File: config.mk
export PLATFORM = sky130hd
export DESIGN_NAME = acd_clkdiv_top
export DESIGN_NICKNAME = d
export VERILOG_FILES = /design/src/rtl/acd_pkg.sv /design/src/rtl/acd_edge_det.sv /design/src/rtl/acd_ratio_div.sv /design/src/rtl/acd_frame_div.sv /design/src/rtl/acd_clkdiv_top.sv
export SDC_FILE = /design/constraint.sdc
export NUM_CORES = 1
export LEC_CHECK = 0
export CORE_UTILIZATION = 50
export CTS_BUF_LIST = sky130_fd_sc_hd__clkbuf_4
export CTS_CLUSTER_SIZE = 20
export DETAILED_ROUTE_END_ITERATION = 10
export GPL_ROUTABILITY_DRIVEN = 0
export PLACE_DENSITY = 0.73
export RECOVER_POWER = 50
export SLEW_MARGIN = 20
export SYNTH_ARGS = -nofsm -noshare
export SYNTH_HDL_FRONTEND = slang
export SYNTH_SLANG_ARGS = --single-unit
File: constraint.sdc
create_clock -name clk -period 1.4 [get_ports clk]
set_input_delay 0.14 -clock clk [delete_from_list [all_inputs] [get_ports clk]]
set_output_delay 0.14 -clock clk [all_outputs]
set_load 0.02 [all_outputs]
File: src/rtl/acd_pkg.sv
package acd_pkg;
  localparam int QW         = 5;
  localparam int NW         = 4;
  localparam int SW         = 2;
  localparam int NSRC       = 2;
  localparam int Q_LO       = 2;
  localparam int Q_HI       = 17;
  localparam int NDAC_CODES = 12;

  function automatic logic cfg_legal(input logic [SW-1:0] sel,
                                     input logic [QW-1:0] q,
                                     input logic [NW-1:0] n);
    logic ok;
    ok = (sel < SW'(NSRC)) &&
         (q >= QW'(Q_LO)) && (q <= QW'(Q_HI)) &&
         (n < NW'(NDAC_CODES)) &&
         !(q[0] && (n >= NW'(2)) && !n[0]);
    return ok;
  endfunction
endpackage

File: src/rtl/acd_edge_det.sv
module acd_edge_det #(
  parameter int SYNC = 2
) (
  input  logic clk,
  input  logic rst_n,
  input  logic src,
  output logic edge_ev
);
  logic [SYNC-1:0] sync_q, sync_d;
  logic            prev_q, prev_d;

  always_comb begin
    sync_d = {sync_q[SYNC-2:0], src};
    prev_d = sync_q[SYNC-1];
  end

  always_ff @(posedge clk or negedge rst_n) begin
    if (!rst_n) begin
      sync_q <= '0;
      prev_q <= 1'b0;
    end else begin
      sync_q <= sync_d;
      prev_q <= prev_d;
    end
  end

  // one event per source transition of either polarity
  assign edge_ev = sync_q[SYNC-1] ^ prev_q;
endmodule

File: src/rtl/acd_ratio_div.sv
module acd_ratio_div #(
  parameter int QW = 5
) (
  input  logic          clk,
  input  logic          rst_n,
  input  logic          clr,
  input  logic          restart,
  input  logic          step,
  input  logic [QW-1:0] q,
  output logic          cclk,
  output logic          wrap
);
  logic [QW-1:0] h_q, h_d;
  logic          c_q, c_d;
  logic [QW:0]   hi_len;

  assign hi_len = ({1'b0, q} + 1'b1) >> 1;
  assign wrap   = (h_q == (q - 1'b1));

  always_comb begin
    h_d = h_q;
    c_d = c_q;
    if (clr) begin
      h_d = '0;
      c_d = 1'b0;
    end else if (restart) begin
      h_d = '0;
      c_d = 1'b1;
    end else if (step) begin
      h_d = wrap ? '0 : h_q + 1'b1;
      c_d = ({1'b0, h_d} < hi_len);
    end
  end

  always_ff @(posedge clk or negedge rst_n) begin
    if (!rst_n) begin
      h_q <= '0;
      c_q <= 1'b0;
    end else begin
      h_q <= h_d;
      c_q <= c_d;
    end
  end

  assign cclk = c_q;
endmodule

File: src/rtl/acd_frame_div.sv
module acd_frame_div #(
  parameter int UNIT = 128,
  parameter int NW   = 4,
  parameter int FW   = 11
) (
  input  logic          clk,
  input  logic          rst_n,
  input  logic          clr,
  input  logic          restart,
  input  logic          step,
  input  logic [NW-1:0] ndac,
  output logic          wclk,
  output logic          last
);
  localparam int FLW = FW + 1;

  logic [FW-1:0]  c_q, c_d;
  logic           w_q, w_d;
  logic [FLW-1:0] flen, half;

  assign flen = FLW'(UNIT) * (FLW'(ndac) + FLW'(1));
  assign half = flen >> 1;
  assign last = ({1'b0, c_q} == (flen - 1'b1));

  always_comb begin
    c_d = c_q;
    w_d = w_q;
    if (clr) begin
      c_d = '0;
      w_d = 1'b0;
    end else if (restart) begin
      c_d = '0;
      w_d = 1'b1;
    end else if (step) begin
      c_d = c_q + 1'b1;
      w_d = ({1'b0, c_d} < half);
    end
  end

  always_ff @(posedge clk or negedge rst_n) begin
    if (!rst_n) begin
      c_q <= '0;
      w_q <= 1'b0;
    end else begin
      c_q <= c_d;
      w_q <= w_d;
    end
  end

  assign wclk = w_q;
endmodule

File: src/rtl/acd_clkdiv_top.sv
module acd_clkdiv_top
  import acd_pkg::*;
#(
  parameter int CYC_PER_STEP = 128,
  parameter int SYNC         = 2
) (
  input  logic          clk,
  input  logic          rst_n,
  input  logic          mclk_in,
  input  logic          bclk_in,
  input  logic [SW-1:0] cfg_sel,
  input  logic [QW-1:0] cfg_q,
  input  logic [NW-1:0] cfg_ndac,
  output logic          codec_clk,
  output logic          word_clk,
  output logic          cfg_err
);
  localparam int FW = $clog2(CYC_PER_STEP * NDAC_CODES);

  // reset: asynchronous assert, synchronous release
  logic [1:0] rs_q;
  logic       rst_i;
  always_ff @(posedge clk or negedge rst_n) begin
    if (!rst_n) rs_q <= 2'b00;
    else        rs_q <= {rs_q[0], 1'b1};
  end
  assign rst_i = rs_q[1];

  // source edge events
  logic [NSRC-1:0] srcs, src_ev;
  assign srcs = {bclk_in, mclk_in};
  for (genvar g = 0; g < NSRC; g++) begin : g_src
    acd_edge_det #(.SYNC(SYNC)) u_ed (
      .clk(clk), .rst_n(rst_i), .src(srcs[g]), .edge_ev(src_ev[g])
    );
  end

  // active settings and control
  logic [SW-1:0] sel_q, sel_d;
  logic [QW-1:0] q_q, q_d;
  logic [NW-1:0] n_q, n_d;
  logic          run_q, run_d, err_q, err_d, st_q, st_d;
  logic          cfg_ok, ev, wrap, last, boundary, load;
  logic          restart, clr, step_r, step_f;

  assign cfg_ok   = cfg_legal(cfg_sel, cfg_q, cfg_ndac);
  assign ev       = run_q & ((sel_q == SW'(1)) ? src_ev[1] : src_ev[0]);
  assign boundary = st_q & ev & wrap & last;
  assign load     = ~run_q | boundary;
  assign restart  = ev & (~st_q | (boundary & cfg_ok));
  assign clr      = ~run_q | (boundary & ~cfg_ok);
  assign step_r   = ev & st_q;
  assign step_f   = ev & st_q & wrap;

  always_comb begin
    sel_d = sel_q;
    q_d   = q_q;
    n_d   = n_q;
    run_d = run_q;
    err_d = err_q;
    st_d  = st_q;
    if (load) begin
      sel_d = cfg_sel;
      q_d   = cfg_q;
      n_d   = cfg_ndac;
      run_d = cfg_ok;
      err_d = ~cfg_ok;
    end
    if (!run_q)        st_d = 1'b0;
    else if (boundary) st_d = cfg_ok;
    else if (ev)       st_d = 1'b1;
  end

  always_ff @(posedge clk or negedge rst_i) begin
    if (!rst_i) begin
      sel_q <= '0;
      q_q   <= '0;
      n_q   <= '0;
      run_q <= 1'b0;
      err_q <= 1'b0;
      st_q  <= 1'b0;
    end else begin
      sel_q <= sel_d;
      q_q   <= q_d;
      n_q   <= n_d;
      run_q <= run_d;
      err_q <= err_d;
      st_q  <= st_d;
    end
  end

  acd_ratio_div #(.QW(QW)) u_ratio (
    .clk(clk), .rst_n(rst_i), .clr(clr), .restart(restart), .step(step_r),
    .q(q_q), .cclk(codec_clk), .wrap(wrap)
  );

  acd_frame_div #(.UNIT(CYC_PER_STEP), .NW(NW), .FW(FW)) u_frame (
    .clk(clk), .rst_n(rst_i), .clr(clr), .restart(restart), .step(step_f),
    .ndac(n_q), .wclk(word_clk), .last(last)
  );

  assign cfg_err = err_q;
endmodule

Word level (Yosys, flattened, before mapping) --
Cells that the tools add are included. Widths: inputs -> output; s select.
Operators by class: add/sub/neg operators 6, reduce and logical (&&, ||, !) cells 10, bitwise operators 15, order comparisons 7, eq/ne operators 4, mux-type cells 17
Operators with widths (count):
- $mux 11 | 3
- $mux 5 | 4
- $eq 11x12->1 | 1
- $sub 12x1->12 const B | 1
- $add 11x1->11 const B | 1
- $lt 11x11->1 | 1
- $mux 1 | 10
- $and 1x1->1 | 7
- $add 5x1->6 const B | 1
- $logic_and 1x1->1 | 6
- $reduce_bool 3->1 | 2
- $add 4x1->5 const B | 1
- $add 5x1->5 const B | 1
- $eq 5x5->1 | 1
- $ge 5x2->1 const B | 1
- $le 5x5->1 const B | 1
- $lt 5x5->1 | 1
- $sub 5x1->5 const B | 1
- $ge 4x2->1 const B | 1
- $lt 4x4->1 const B | 1
- $ne 3x1->1 const B | 1
- $not 1->1 | 3
- $or 1x1->1 | 3
- $eq 2x1->1 const B | 1
- other kinds (3) | 5
Storage, ports and cells: output and inout bits 3, register bits after elaboration 40

Logic depth before layout (Yosys ltp) --
word-level depth 11, mapped depth 13, gate-level depth less buffers 13

Cells and area by module --
From an unflattened synthesis, not the netlist that was laid out.
Unflattened totals: cell total of the unflattened synthesis 231, area total of the unflattened synthesis 2507.4 um2
Modules (own cells, without submodules):
- acd_frame_div | seq. area each 300.3 um2, cells an instance 92, area an instance 887.1 um2, instances 1
- acd_clkdiv_top | seq. area each 400.4 um2, cells an instance 51, area an instance 738.2 um2, instances 1
- acd_ratio_div | seq. area each 150.1 um2, cells an instance 80, area an instance 714.4 um2, instances 1
- acd_edge_det | seq. area each 75.1 um2, cells an instance 4, area an instance 83.8 um2, instances 2

Worst setup path before layout --
OpenSTA, ideal clock, no wires.
path type register -> register, from reg q_q[0], to reg u_ratio.c_q (netlist: u_ratio.cclk), path buffers 0, setup slack -1340 ps, stages on the path, launching flop included 14, arrival time 2646 ps, setup time 94 ps, path through dfrtp_1 -> inv_1 -> ha_1 -> xnor2_1 -> a211oi_2 -> o311ai_4 -> and2_2 -> ha_1 -> o21a_1 -> o21ai_0 -> nand2b_1 -> a21oi_1 -> a211oi_1 -> a211oi_1
Between the ends: longest elaborated chain between the ends 9
RTL lines:
- from (decl) | RTL line acd_clkdiv_top.sv:40 | logic [QW-1:0] q_q, q_d;
- from (signal assigned) | RTL line acd_clkdiv_top.sv:84 | q_q <= q_d;
- branches (longest 9 deep; another with $sub 5x1->5)
- to (signal assigned) | RTL line acd_ratio_div.sv:38 | c_q <= 1'b0;
- to (signal assigned) | RTL line acd_ratio_div.sv:41 | c_q <= c_d;
- to (decl) | RTL line acd_ratio_div.sv:14 | logic c_q, c_d;
Parallel ways; which one is timed is not known. The select of a mux whose other input is x is not followed. A chain may end at the register's enable or synchronous reset.

Worst setup path in the final report --
from reg q_q[1], to reg n_q[1]
Between the ends: longest elaborated chain between the ends 5
RTL lines:
- $sub 5x1->5 | RTL line acd_ratio_div.sv:18 | assign wrap = (h_q == (q - 1'b1));
- $eq 5x5->1 | RTL line acd_ratio_div.sv:18
- $and 1x1->1 (2 in series) | RTL line acd_clkdiv_top.sv:48 | assign boundary = st_q & ev & wrap & last;
- $or 1x1->1 | RTL line acd_clkdiv_top.sv:49 | assign load = ~run_q | boundary;
- to (signal assigned) | RTL line acd_clkdiv_top.sv:85 | n_q <= n_d;
- to (decl) | RTL line acd_clkdiv_top.sv:41 | logic [NW-1:0] n_q, n_d;
No other way between the ends.

==> flow_metrics.env <==
export IMPL_outcome="finished with violations"
export IMPL_violations="negative setup slack"
export IMPL_antenna_found_initial=0
export IMPL_fin_ws_ns=-1.16
export IMPL_htreeDepth=2
export IMPL_relSlewSlack_pct=45.2
export IMPL_fill_cells=311
export IMPL_cts_sinks=40
export IMPL_leakage_nw=1.66
export IMPL_clk_path_buf_depth=2
export IMPL_final_util_pct=75.6
export IMPL_ys_seq_area_share_pct=39.6
export IMPL_critPathMaxFanout=7
export IMPL_track_usage_pct=25.4
export IMPL_drtAntennaViolNets=0
export IMPL_p_comb_share_pct=38.3
export IMPL_diodes=0
export IMPL_criticalPathCategory="flip-flop to flip-flop"
export IMPL_reg2reg_slack_ns=-1.16
export IMPL_rsz0062_at_grt="true"
export IMPL_drv_slew=0
export IMPL_fin_skew_ns=0.0170
export IMPL_power_frac_seq_pct=39.3
export IMPL_syn_avg_cell_area_sq_um=10.4
export IMPL_dp_hpwl_microns=4160
export IMPL_netlist_instances=242
export IMPL_num_vias=2093
export IMPL_synth_area_sq_um=2520
export IMPL_cp_cell_sequence="inv_2, ha_4, xnor2_2, a211oi_2, o311ai_4, buf_12, a2111oi_4, o211ai_4, nand2_4, mux2_4"
export IMPL_io_buffers=17
export IMPL_fin_crit_ns=2.56
export IMPL_required_ns=1.64
export IMPL_synth_edf_count=0
export IMPL_worst_pin_slew_ns=0.822
export IMPL_drive_above_1_share_pct=42.6
export IMPL_critPathLaunchType="flip-flop"
export IMPL_drcViolationCount=0
export IMPL_grt_max_degree=33
export IMPL_clk_pin_slew_ns=0.14
export IMPL_ys_warn_count=0
export IMPL_endpoint_kind="flip-flop"
export IMPL_initial_core_util_pct=52.8
export IMPL_fin_crit_sh_pct=183
export IMPL_firstDrtPassIters=4
export IMPL_dp_cells=381
export IMPL_syn_to_final_growth_pct=43.3
export IMPL_synth_distinct_cells=49
export IMPL_fmax_mhz=391
export IMPL_arrival_ns=2.79
export IMPL_pin_count=18
export IMPL_drt_wl_total_microns=6290
export IMPL_drtIter0Drc=62
export IMPL_grt_pass1_vias=2289
export IMPL_grt_first_pass_wirelength_microns=10200
export IMPL_synthArstFlopShare_pct=100
export IMPL_fp_coreArea_sq_um=4790
export IMPL_wl_per_cell_microns=15.7
export IMPL_drv_cap=0
export IMPL_power_switching_mw=1.09
export IMPL_grt_overflow_total=0
export IMPL_die_h_microns=73.1
export IMPL_crit_slowest_cell="dfrtp_1"
export IMPL_hold_viol=0
export IMPL_synth_main_ff_cell="dfrtp_1"
export IMPL_switching_share_pct=31.7
export IMPL_synth_ff_latch_count=40
export IMPL_die_area_sq_um=5340
export IMPL_whs_ns=0.102
export IMPL_cts_buffers=5
export IMPL_setup_viol=32
export IMPL_cts_tree="yes"
export IMPL_die_w_microns=73.1
export IMPL_hp_class="flip-flop to asynchronous set/reset pin"
export IMPL_final_instance_count_excl_fill=400
export IMPL_pre_cts_ws_ns=-1.08
export IMPL_intPower_mw=2.36
export IMPL_final_nets=361
export IMPL_vias_per_cell=5.23
export IMPL_syn_num_nets=271
export IMPL_p_per_area_nw_per_um2=954
export IMPL_cts_root_buf="clkbuf_4"
export IMPL_clkLatencyLatePin_ns=0.36
export IMPL_max_vdd_ir_drop_v=0.000589
export IMPL_critPathMaxStageDelay_ns=0.41
export IMPL_rows=25
export IMPL_clkPwrFrac_pct=22.4
-- stage by stage --
step / area [sq um] / power (mW) / setup TNS [ns]
after floorplan: 2630 / 2.12 / -27.25
after global placement: 3300 / 2.53 / -27.97
after detailed placement: 3300 / 2.59 / -29.30
after CTS: 3530 / 3.40 / -28.81
after global routing: 3620 / 3.65 / -37.97
final: 3620 / 3.45 / -34.84
-- cell usage in the layout, fill, tap and decap left out, types with 5 or more instances in the layout --
master,n
a21oi_1,6
buf_4,62
buf_6,7
clkbuf_4,5
clkdlybuf4s50_1,11
dfrtp_1,37
ha_1,9
ha_4,5
inv_1,8
mux2_4,13
nand2_1,13
nand3_1,9
nand4_1,5
nor2_1,21
nor3_1,6
xnor2_1,17
xor2_1,16
-- state kept, by name, summed over array words and instances, names as in the netlist --
register	flops
cfg_err	1
g_src.u_ed.prev_q	2
g_src.u_ed.sync_q	4
n_q	4
q_q	5
rs_q	2
run_q	1
sel_q	2
st_q	1
u_frame.c_q	11
u_frame.wclk	1
u_ratio.cclk	1
u_ratio.h_q	5
-- synthesized netlist by cell type, drive strengths merged, types with 3 or more instances --
cell / instances / share of area, %
nor2: 25 / 3.8
buf: 7 / 3.0
nor3: 7 / 1.4
xor2: 17 / 5.9
mux2: 13 / 7.1
ha: 14 / 6.9
mux2i: 3 / 1.2
and3: 4 / 1.0
o21ai: 7 / 1.4
a211oi: 4 / 1.4
and2: 5 / 1.4
or3: 3 / 0.89
nand3: 9 / 1.8
dfrtp: 40 / 40
nand2: 17 / 2.9
nand4: 5 / 1.2
inv: 11 / 1.6
a21oi: 10 / 2.4
nand2b: 5 / 1.2
xnor2: 19 / 6.6
-- critical path, delay by kind of cell (launching register included) --
family / cells / cell delay [ns]
buffers and inverters: 2 / 0.24
adder cells (fa/ha/maj): 1 / 0.20
multiplexers: 1 / 0.32
XOR/XNOR: 1 / 0.13
AO/OA/AOI/OAI: 4 / 0.95
flip-flops: 1 / 0.41
AND/OR/NAND/NOR: 1 / 0.18
-- repair_timing --
item	4_1_cts	5_1_grt
hold buffers	1	0
setup endpoints to repair	35	32
buffers inserted	7	2
endpoints found under the hold margin	2	0
pin swaps	11	7
gates cloned	0	1
gates resized for setup	23	18
-- kinds of logic (layout without fill, tap and decap cells) --
| family | Yosys count | count (layout) | share of synthesized area (%) |
|---|---|---|---|
| adders and majority gates | 14 | 14 | 6.94 |
| AOI/OAI and AO/OA | 30 | 30 | 9.81 |
| xor gates and xnor gates | 36 | 36 | 12.5 |
| muxes | 16 | 16 | 8.33 |
| buffers and inverters | 19 | 109 | 4.86 |
| other | 1 | 1 | 0.149 |
| DFF | 40 | 40 | 39.6 |
| and+or+nand+nor | 86 | 87 | 17.8 |
-- final cells by class --
class,count,area (sq um),share of cell area (%)
flip-flops and latches,40,1000,27.8
clock inverters,3,42.5,1.18
well taps,67,83.8,2.32
clock buffers,5,37.5,1.04
repair buffers,90,766,21.2
inverters,11,41.3,1.14
multi-input cells,184,1640,45.4
-- power groups by stage --
stage / Clock [mW] / Combinational [mW] / Sequential [mW]
6_report: 0.774 / 1.32 / 1.35
5_1_grt: 0.842 / 1.44 / 1.37
4_1_cts: 0.787 / 1.26 / 1.36
3_5_place_dp: 0 / 1.21 / 1.38
3_3_place_gp: 0 / 1.16 / 1.37
2_1_floorplan: 0 / 0.720 / 1.40
-- metal layers --
layer / part of all wire [%] / wire, microns / GRT usage [%]
met5: 0 / 0 / 0
met2: 54 / 3410 / 46.1
met1: 41 / 2560 / 28.9
met4: 2.4 / 153 / 11.1
met3: 2.5 / 160 / 4.70
-- path summary, 6_finish.rpt --
path | from | depth (start not counted) | to
worst max-delay path | q_q[1]$_DFFE_PN0P_ | 10 | n_q[1]$_DFFE_PN0P_
worst min-delay path | rs_q[1]$_DFF_PN0_ | 0 | g_src[1].u_ed.sync_q[0]$_DFF_PN0_
worst max register to register | q_q[1]$_DFFE_PN0P_ | 10 | n_q[1]$_DFFE_PN0P_
worst min register to register | rs_q[1]$_DFF_PN0_ | 0 | g_src[1].u_ed.sync_q[0]$_DFF_PN0_
max in group asynchronous | rs_q[1]$_DFF_PN0_ | 1 | n_q[1]$_DFFE_PN0P_
min in group clk | bclk_in | 1 | g_src[1].u_ed.sync_q[0]$_DFF_PN0_
Note: power is estimated with default switching activity, not from simulation.
